File: src/rtl/npc_pkg.sv
package npc_pkg;
  localparam logic [5:0] OP_SPECIAL = 6'd0;
  localparam logic [5:0] OP_JUMP    = 6'd2;
  localparam logic [5:0] OP_BR_EQ   = 6'd4;
  localparam logic [5:0] OP_BR_NE   = 6'd5;
  localparam logic [5:0] FN_REGJMP  = 6'd8;

  typedef enum logic [1:0] {
    XF_SEQ    = 2'd0,
    XF_PCREL  = 2'd1,
    XF_REGION = 2'd2,
    XF_REG    = 2'd3
  } xfer_e;
endpackage

File: src/rtl/npc_decode.sv
module npc_decode
  import npc_pkg::*;
(
  input  logic [31:0] instr,
  output xfer_e       kind,
  output logic        cond_br,
  output logic        br_on_eq
);
  logic [5:0] opc;
  logic [5:0] fnc;

  assign opc = instr[31:26];
  assign fnc = instr[5:0];

  always_comb begin
    kind     = XF_SEQ;
    cond_br  = 1'b0;
    br_on_eq = 1'b0;
    unique case (opc)
      OP_JUMP:    kind = XF_REGION;
      OP_BR_EQ: begin
        kind     = XF_PCREL;
        cond_br  = 1'b1;
        br_on_eq = 1'b1;
      end
      OP_BR_NE: begin
        kind    = XF_PCREL;
        cond_br = 1'b1;
      end
      OP_SPECIAL: begin
        if (fnc == FN_REGJMP) kind = XF_REG;
      end
      default: kind = XF_SEQ;
    endcase
  end
endmodule

File: src/rtl/npc_compare.sv
module npc_compare #(
  parameter int W = 32
) (
  input  logic [W-1:0] a,
  input  logic [W-1:0] b,
  output logic         equal,
  output logic         lt_signed
);
  logic [W:0] diff;
  logic       sgn_a, sgn_b;

  assign sgn_a = a[W-1];
  assign sgn_b = b[W-1];
  assign diff  = {1'b0, a} - {1'b0, b};
  assign equal = (diff[W-1:0] == '0);

  always_comb begin
    if (sgn_a != sgn_b) lt_signed = sgn_a;
    else                lt_signed = diff[W];
  end
endmodule

File: src/rtl/npc_target.sv
module npc_target #(
  parameter int W     = 32,
  parameter int OFF_W = 16,
  parameter int JT_W  = 26
) (
  input  logic [W-1:0]  pc,
  input  logic [31:0]   instr,
  output logic [W-1:0]  seq_addr,
  output logic [W-1:0]  rel_addr,
  output logic [W-1:0]  region_addr
);
  localparam int REGION_W = W - JT_W - 2;
  localparam int EXT_W    = W - OFF_W - 2;

  logic [OFF_W-1:0] off;
  logic [W-1:0]     off_scaled;

  assign off        = instr[OFF_W-1:0];
  assign off_scaled = {{EXT_W{off[OFF_W-1]}}, off, 2'b00};
  assign seq_addr   = pc + W'(4);
  assign rel_addr   = seq_addr + off_scaled;

  generate
    if (REGION_W > 0) begin : g_region
      assign region_addr = {pc[W-1 -: REGION_W], instr[JT_W-1:0], 2'b00};
    end else begin : g_flat
      assign region_addr = W'({instr[JT_W-1:0], 2'b00});
    end
  endgenerate
endmodule

File: src/rtl/npc_unit.sv
module npc_unit
  import npc_pkg::*;
#(
  parameter int          W         = 32,
  parameter bit          REG_PC    = 1'b1,
  parameter logic [31:0] RESET_VEC = 32'h0000_0000
) (
  input  logic         clk,
  input  logic         rst,
  input  logic [31:0]  cur_pc,
  input  logic [31:0]  instr,
  input  logic [31:0]  rs_val,
  input  logic [31:0]  rt_val,
  output logic [31:0]  next_pc,
  output logic         taken,
  output logic         less_than,
  output logic [31:0]  pc_q
);
  xfer_e       kind;
  logic        cond_br, br_on_eq;
  logic        eq, lt;
  logic [31:0] seq_a, rel_a, reg_a;
  logic        cond_ok;

  npc_decode u_dec (
    .instr    (instr),
    .kind     (kind),
    .cond_br  (cond_br),
    .br_on_eq (br_on_eq)
  );

  npc_compare #(.W(W)) u_cmp (
    .a         (rs_val),
    .b         (rt_val),
    .equal     (eq),
    .lt_signed (lt)
  );

  npc_target #(.W(W)) u_tgt (
    .pc          (cur_pc),
    .instr       (instr),
    .seq_addr    (seq_a),
    .rel_addr    (rel_a),
    .region_addr (reg_a)
  );

  assign cond_ok   = br_on_eq ? eq : !eq;
  assign less_than = lt;

  always_comb begin
    taken   = 1'b0;
    next_pc = seq_a;
    case (kind)
      XF_PCREL: begin
        if (cond_br && cond_ok) begin
          taken   = 1'b1;
          next_pc = rel_a;
        end
      end
      XF_REGION: begin
        taken   = 1'b1;
        next_pc = reg_a;
      end
      XF_REG: begin
        taken   = 1'b1;
        next_pc = rs_val;
      end
      default: ;
    endcase
  end

  generate
    if (REG_PC) begin : g_pcreg
      logic [31:0] pc_r;
      always_ff @(posedge clk) begin
        if (rst) pc_r <= RESET_VEC;
        else     pc_r <= next_pc;
      end
      assign pc_q = pc_r;

      a_r9_reset_vector: assert property (@(posedge clk)
        rst |=> pc_q == RESET_VEC);
      a_r10_pc_follows: assert property (@(posedge clk) disable iff (rst)
        !rst |=> pc_q == $past(next_pc));
    end else begin : g_pcpass
      assign pc_q = cur_pc;
    end
  endgenerate

  a_r1_untaken_sequential: assert property (@(posedge clk) disable iff (rst)
    !taken |-> next_pc == cur_pc + 32'd4);
  a_r2_eq_untaken: assert property (@(posedge clk) disable iff (rst)
    (instr[31:26] == OP_BR_EQ && rs_val != rt_val) |-> !taken);
  a_r3_ne_untaken: assert property (@(posedge clk) disable iff (rst)
    (instr[31:26] == OP_BR_NE && rs_val == rt_val) |-> !taken);
  a_r5_region_kept: assert property (@(posedge clk) disable iff (rst)
    (instr[31:26] == OP_JUMP) |-> (taken && next_pc[31:28] == cur_pc[31:28]
                                   && next_pc[1:0] == 2'b00));
  a_r6_reg_jump: assert property (@(posedge clk) disable iff (rst)
    (instr[31:26] == OP_SPECIAL && instr[5:0] == FN_REGJMP) |-> (taken && next_pc == rs_val));
  a_r8_lt_irreflexive: assert property (@(posedge clk) disable iff (rst)
    (rs_val == rt_val) |-> !less_than);
endmodule

File: config.mk
export PLATFORM = sky130hd
export DESIGN_NAME = npc_unit
export DESIGN_NICKNAME = d
export VERILOG_FILES = /design/src/rtl/npc_pkg.sv /design/src/rtl/npc_decode.sv /design/src/rtl/npc_compare.sv /design/src/rtl/npc_target.sv /design/src/rtl/npc_unit.sv
export SDC_FILE = /design/constraint.sdc
export NUM_CORES = 1
export LEC_CHECK = 0
export BUFFER_PORTS_ARGS = -buffer_cell sky130_fd_sc_hd__buf_2
export CAP_MARGIN = 25
export CORE_UTILIZATION = 54
export DETAILED_ROUTE_END_ITERATION = 8
export PLACE_DENSITY = 0.82
export SYNTH_ARGS = -nofsm -noshare
export SYNTH_HDL_FRONTEND = slang
export SYNTH_SLANG_ARGS = --single-unit
File: constraint.sdc
create_clock -name clk -period 4.03 [get_ports clk]
set_input_delay 0.2015 -clock clk [delete_from_list [all_inputs] [get_ports clk]]
set_output_delay 0.2015 -clock clk [all_outputs]
set_load 0.05 [all_outputs]
==> out/metrics.csv <==
stage,metric,value,unit
timing,final.setup.worst_slack,-0.107,ns
routing,wire_per_inst,20.3,microns
cells_and_area,finalInstanceArea,9890,sq um
status,status,finished with violations,
global_routing,globalRoute.totalOverflow,0,
synthesis,yosys-top-cells-area,"sky130_fd_sc_hd__ha_1 (12%), sky130_fd_sc_hd__dfxtp_1 (10%), sky130_fd_sc_hd__a21oi_1 (7.1%)",
worst_setup_path,timing_worst_setup_path_type,in -> out,
cells_and_area,n_fill_cell,640,
routing,routed-via-count,9224,
cells_and_area,sequential_cell_area,641,sq um
placed_design,place_hpwl,21100,microns
global_routing,grt_first_pass_wirelength,40000,microns
synthesis,ys_seq_elements,32,
global_routing,grt_pass1_vias,8078,
synthesis,area_share_of_fa_ha_maj_cells_after_synthesis,0.127,
clocking,buffer_levels_on_the_longest_clock_path,2,
floorplan,io_pins,196,
worst_setup_path,worstPathRequired,3.83,ns
synthesis,synth_xor_area_frac,0.0921,
power_and_ir_drop,p_leak,0.00470,uW
flow_run,drv_cap,0,
routing,antenna_left,0,
placed_design,port-buffer-count,195,
placed_design,preCtsSetupSlack,-0.208,ns
synthesis,synth.most_common_cell,sky130_fd_sc_hd__a21oi_1,
synthesis,post_synth_num_cell_types,73,
routing,detail_route.vias_per_cell,6.53,
cells_and_area,nets,1462,
timing,hold_ws,0.299,ns
clocking,clock_tree.htree_level_count,2,
synthesis,synthesis.area_per_instance,6.98,sq um
timing,grt_setup_unrepaired,yes,
floorplan,die_y,110,microns
routing,post-route-drc-count,0,
floorplan,width_of_the_chip,110,microns
worst_hold_path,whs_path_depth,4,
synthesis,yosysWarnings,0,
placed_design,postPlaceCellArea,8800,sq um
global_routing,grtUsageTotal,0.432,
cells_and_area,drive_above_1_share,0.418,
synthesis,count_of_flip_flops_with_a_built_in_enable_after_synthesis,0,
timing,setup_viol_count_final,5,
global_routing,antenna_found_initial,0,
power_and_ir_drop,p_per_area,228,nW/um^2
timing,timing.final.crit_period,4.14,ns
synthesis,synth-compound-area-share,0.344,
timing,post-route-period-util,1.03,
clocking,clock_root_buffer_master,sky130_fd_sc_hd__clkbuf_16,
floorplan,total_core_area,11400,sq um
worst_setup_path,crit_path_max_fanout,3,
placed_design,place.gp.congestion,0.985,
timing,timing.setup.tns,-0.272,ns
timing,timing.final.max_slew_violations,0,
cells_and_area,diodes,0,
timing,timing_worst_slew_pin_value,0.746,ns
clocking,path_clk_slew,0.05,ns
synthesis,post_synth_inst_count,901,
synthesis,synthFlopType,sky130_fd_sc_hd__dfxtp_1,
worst_hold_path,worstHoldPathType,in -> reg,
synthesis,sequential_share_of_the_synthesized_area,0.102,
worst_setup_path,critPathArrivalTime,3.94,ns
synthesis,synthDominantAreaCellType,sky130_fd_sc_hd__ha_1,
cells_and_area,multi_input_area,5930,sq um
synthesis,mappedNetlistArea,6290,sq um
synthesis,share_of_cell_area_taken_by_muxes_after_synthesis,0.0290,
status,failed_checks,setup timing,
worst_setup_path,critical_path.endpoint_type,output pin,
global_routing,pin_count_of_the_biggest_net_entering_global_routing,33,
timing,hold_viol_final,0,
floorplan,initial_cell_density_of_the_core,0.553,
synthesis,syn_nets,1094,
cells_and_area,final_core_utilization,0.870,
synthesis,synth_top_family_by_area,compound AO/OA/AOI/OAI gates,
floorplan,floorplan.die_area,12100,sq um
synthesis,post-synth-top-area-fraction,0.123,
clocking,cts_tree,built,
worst_hold_path,worst_hold_path.endpoint,pc_q[0]$_SDFF_PP0_,
worst_setup_path,crit_path_start_kind,input port,
cells_and_area,largest_register_ffs,32,
routing,route.final.wire_length,28700,microns
clocking,cts-buffers-inserted,5,
worst_hold_path,holdCritStartpoint,cur_pc[0],
clocking,cts.sinks,32,
floorplan,std_cell_rows,39,
cells_and_area,area_growth,57.2,%
synthesis,synth_async_sr_flop_share,0,
synthesis,yosys.area_share.simple,0.238,
synthesis,most_common_library_cells_after_synthesis,"sky130_fd_sc_hd__a21oi_1 (89), sky130_fd_sc_hd__nor2_1 (86), sky130_fd_sc_hd__inv_1 (69)",
timing,achievable-frequency,242,MHz
timing,max_slew_margin,0.502,
power_and_ir_drop,max-vdd-ir-drop,0.188,mV
routing,detail_route.iter0.violations,1151,
routing,drt_first_pass_iters,6,
[metrics by stage]
| step | total power (uW) | std cells |
|---|---|---|
| finish | 2250 | 1412 |
| global route | 2350 | 1412 |
| CTS | 2060 | 1400 |
| detailed placement | 1630 | 1388 |
| global placement | 1610 | 1388 |
| floorplan | 1130 | 901 |
[layout make-up]
| class | instances | area share |
|---|---|---|
| clock inverter | 1 | 0.000506 |
| sequential | 32 | 0.0648 |
| inverter | 69 | 0.0264 |
| clock buffer | 6 | 0.0130 |
| timing repair buffer | 398 | 0.278 |
| multi-input combinational | 763 | 0.600 |
| tap | 143 | 0.0181 |
[cells in the final DEF (no fill, tap or decap), types with 27 or more instances in the layout]
cell                        n
sky130_fd_sc_hd__buf_2    164
sky130_fd_sc_hd__ha_1      46
sky130_fd_sc_hd__o21ai_0   32
sky130_fd_sc_hd__dfxtp_1   32
sky130_fd_sc_hd__nor2_1    83
sky130_fd_sc_hd__xnor2_1   32
sky130_fd_sc_hd__a21oi_1   63
sky130_fd_sc_hd__a21oi_2   27
sky130_fd_sc_hd__xor2_1    27
sky130_fd_sc_hd__buf_4    200
sky130_fd_sc_hd__nand2_1   56
sky130_fd_sc_hd__inv_1     64
sky130_fd_sc_hd__nand3_1   29
[cells by family after synthesis]
logic type      count (synthesis)
fa+ha+maj                      63
simple gates                  294
xor+xnor                       64
flops                          32
mux                            18
buf+inv                       107
compound gates                323
[critical path, cell delays in order]
cell and delay, ns:
sky130_fd_sc_hd__buf_2 0.09, sky130_fd_sc_hd__and4_4 0.23, sky130_fd_sc_hd__nand2_1 0.07, sky130_fd_sc_hd__nor2_2 0.14, sky130_fd_sc_hd__nand3_1 0.13, sky130_fd_sc_hd__buf_4 0.17, sky130_fd_sc_hd__nor2_1 0.13, sky130_fd_sc_hd__buf_4 0.15
sky130_fd_sc_hd__xor2_1 0.45, sky130_fd_sc_hd__ha_1 0.37, sky130_fd_sc_hd__inv_1 0.18, sky130_fd_sc_hd__nor2_1 0.08, sky130_fd_sc_hd__a221o_1 0.40, sky130_fd_sc_hd__a221oi_2 0.31, sky130_fd_sc_hd__xor2_1 0.13, sky130_fd_sc_hd__or3_1 0.35
sky130_fd_sc_hd__and3_1 0.19, sky130_fd_sc_hd__buf_6 0.15
[routing by layer]
layer / vias to the layer above / global-route usage / wire length (microns)
li1: 4130 / - / -
met5: - / 0 / 0
met4: 0 / 0.228 / 1810
met1: 4247 / 0.531 / 10600
met3: 178 / 0.0966 / 3130
met2: 669 / 0.700 / 13200
[worst max-delay path by stage]
stage,to,cells past startpoint,startpoint,slack (ns)
finish,next_pc[31],18,cur_pc[5],-0.11
global route,next_pc[31],18,cur_pc[5],-0.33
CTS,next_pc[31],20,cur_pc[5],-0.003
detailed placement,next_pc[13],17,rs_val[7],-0.21
global placement,next_pc[3],16,rs_val[7],-0.11
floorplan,next_pc[13],15,rt_val[14],-0.42
[power by group]
part,total [uW],switching [uW],internal (uW)
clock network,381,156,225
registers,344,6.05,338
logic,1530,875,652
total,2250,1040,1220
[repair_timing]
action | CTS | global route
pin swaps | 13 | 52
gates cloned | 0 | 1
hold buffers | 0 | 0
gates resized for setup | 44 | 152
setup buffers | 5 | 13
setup endpoints to repair | 28 | 32
(Power assumes the default switching activity.)
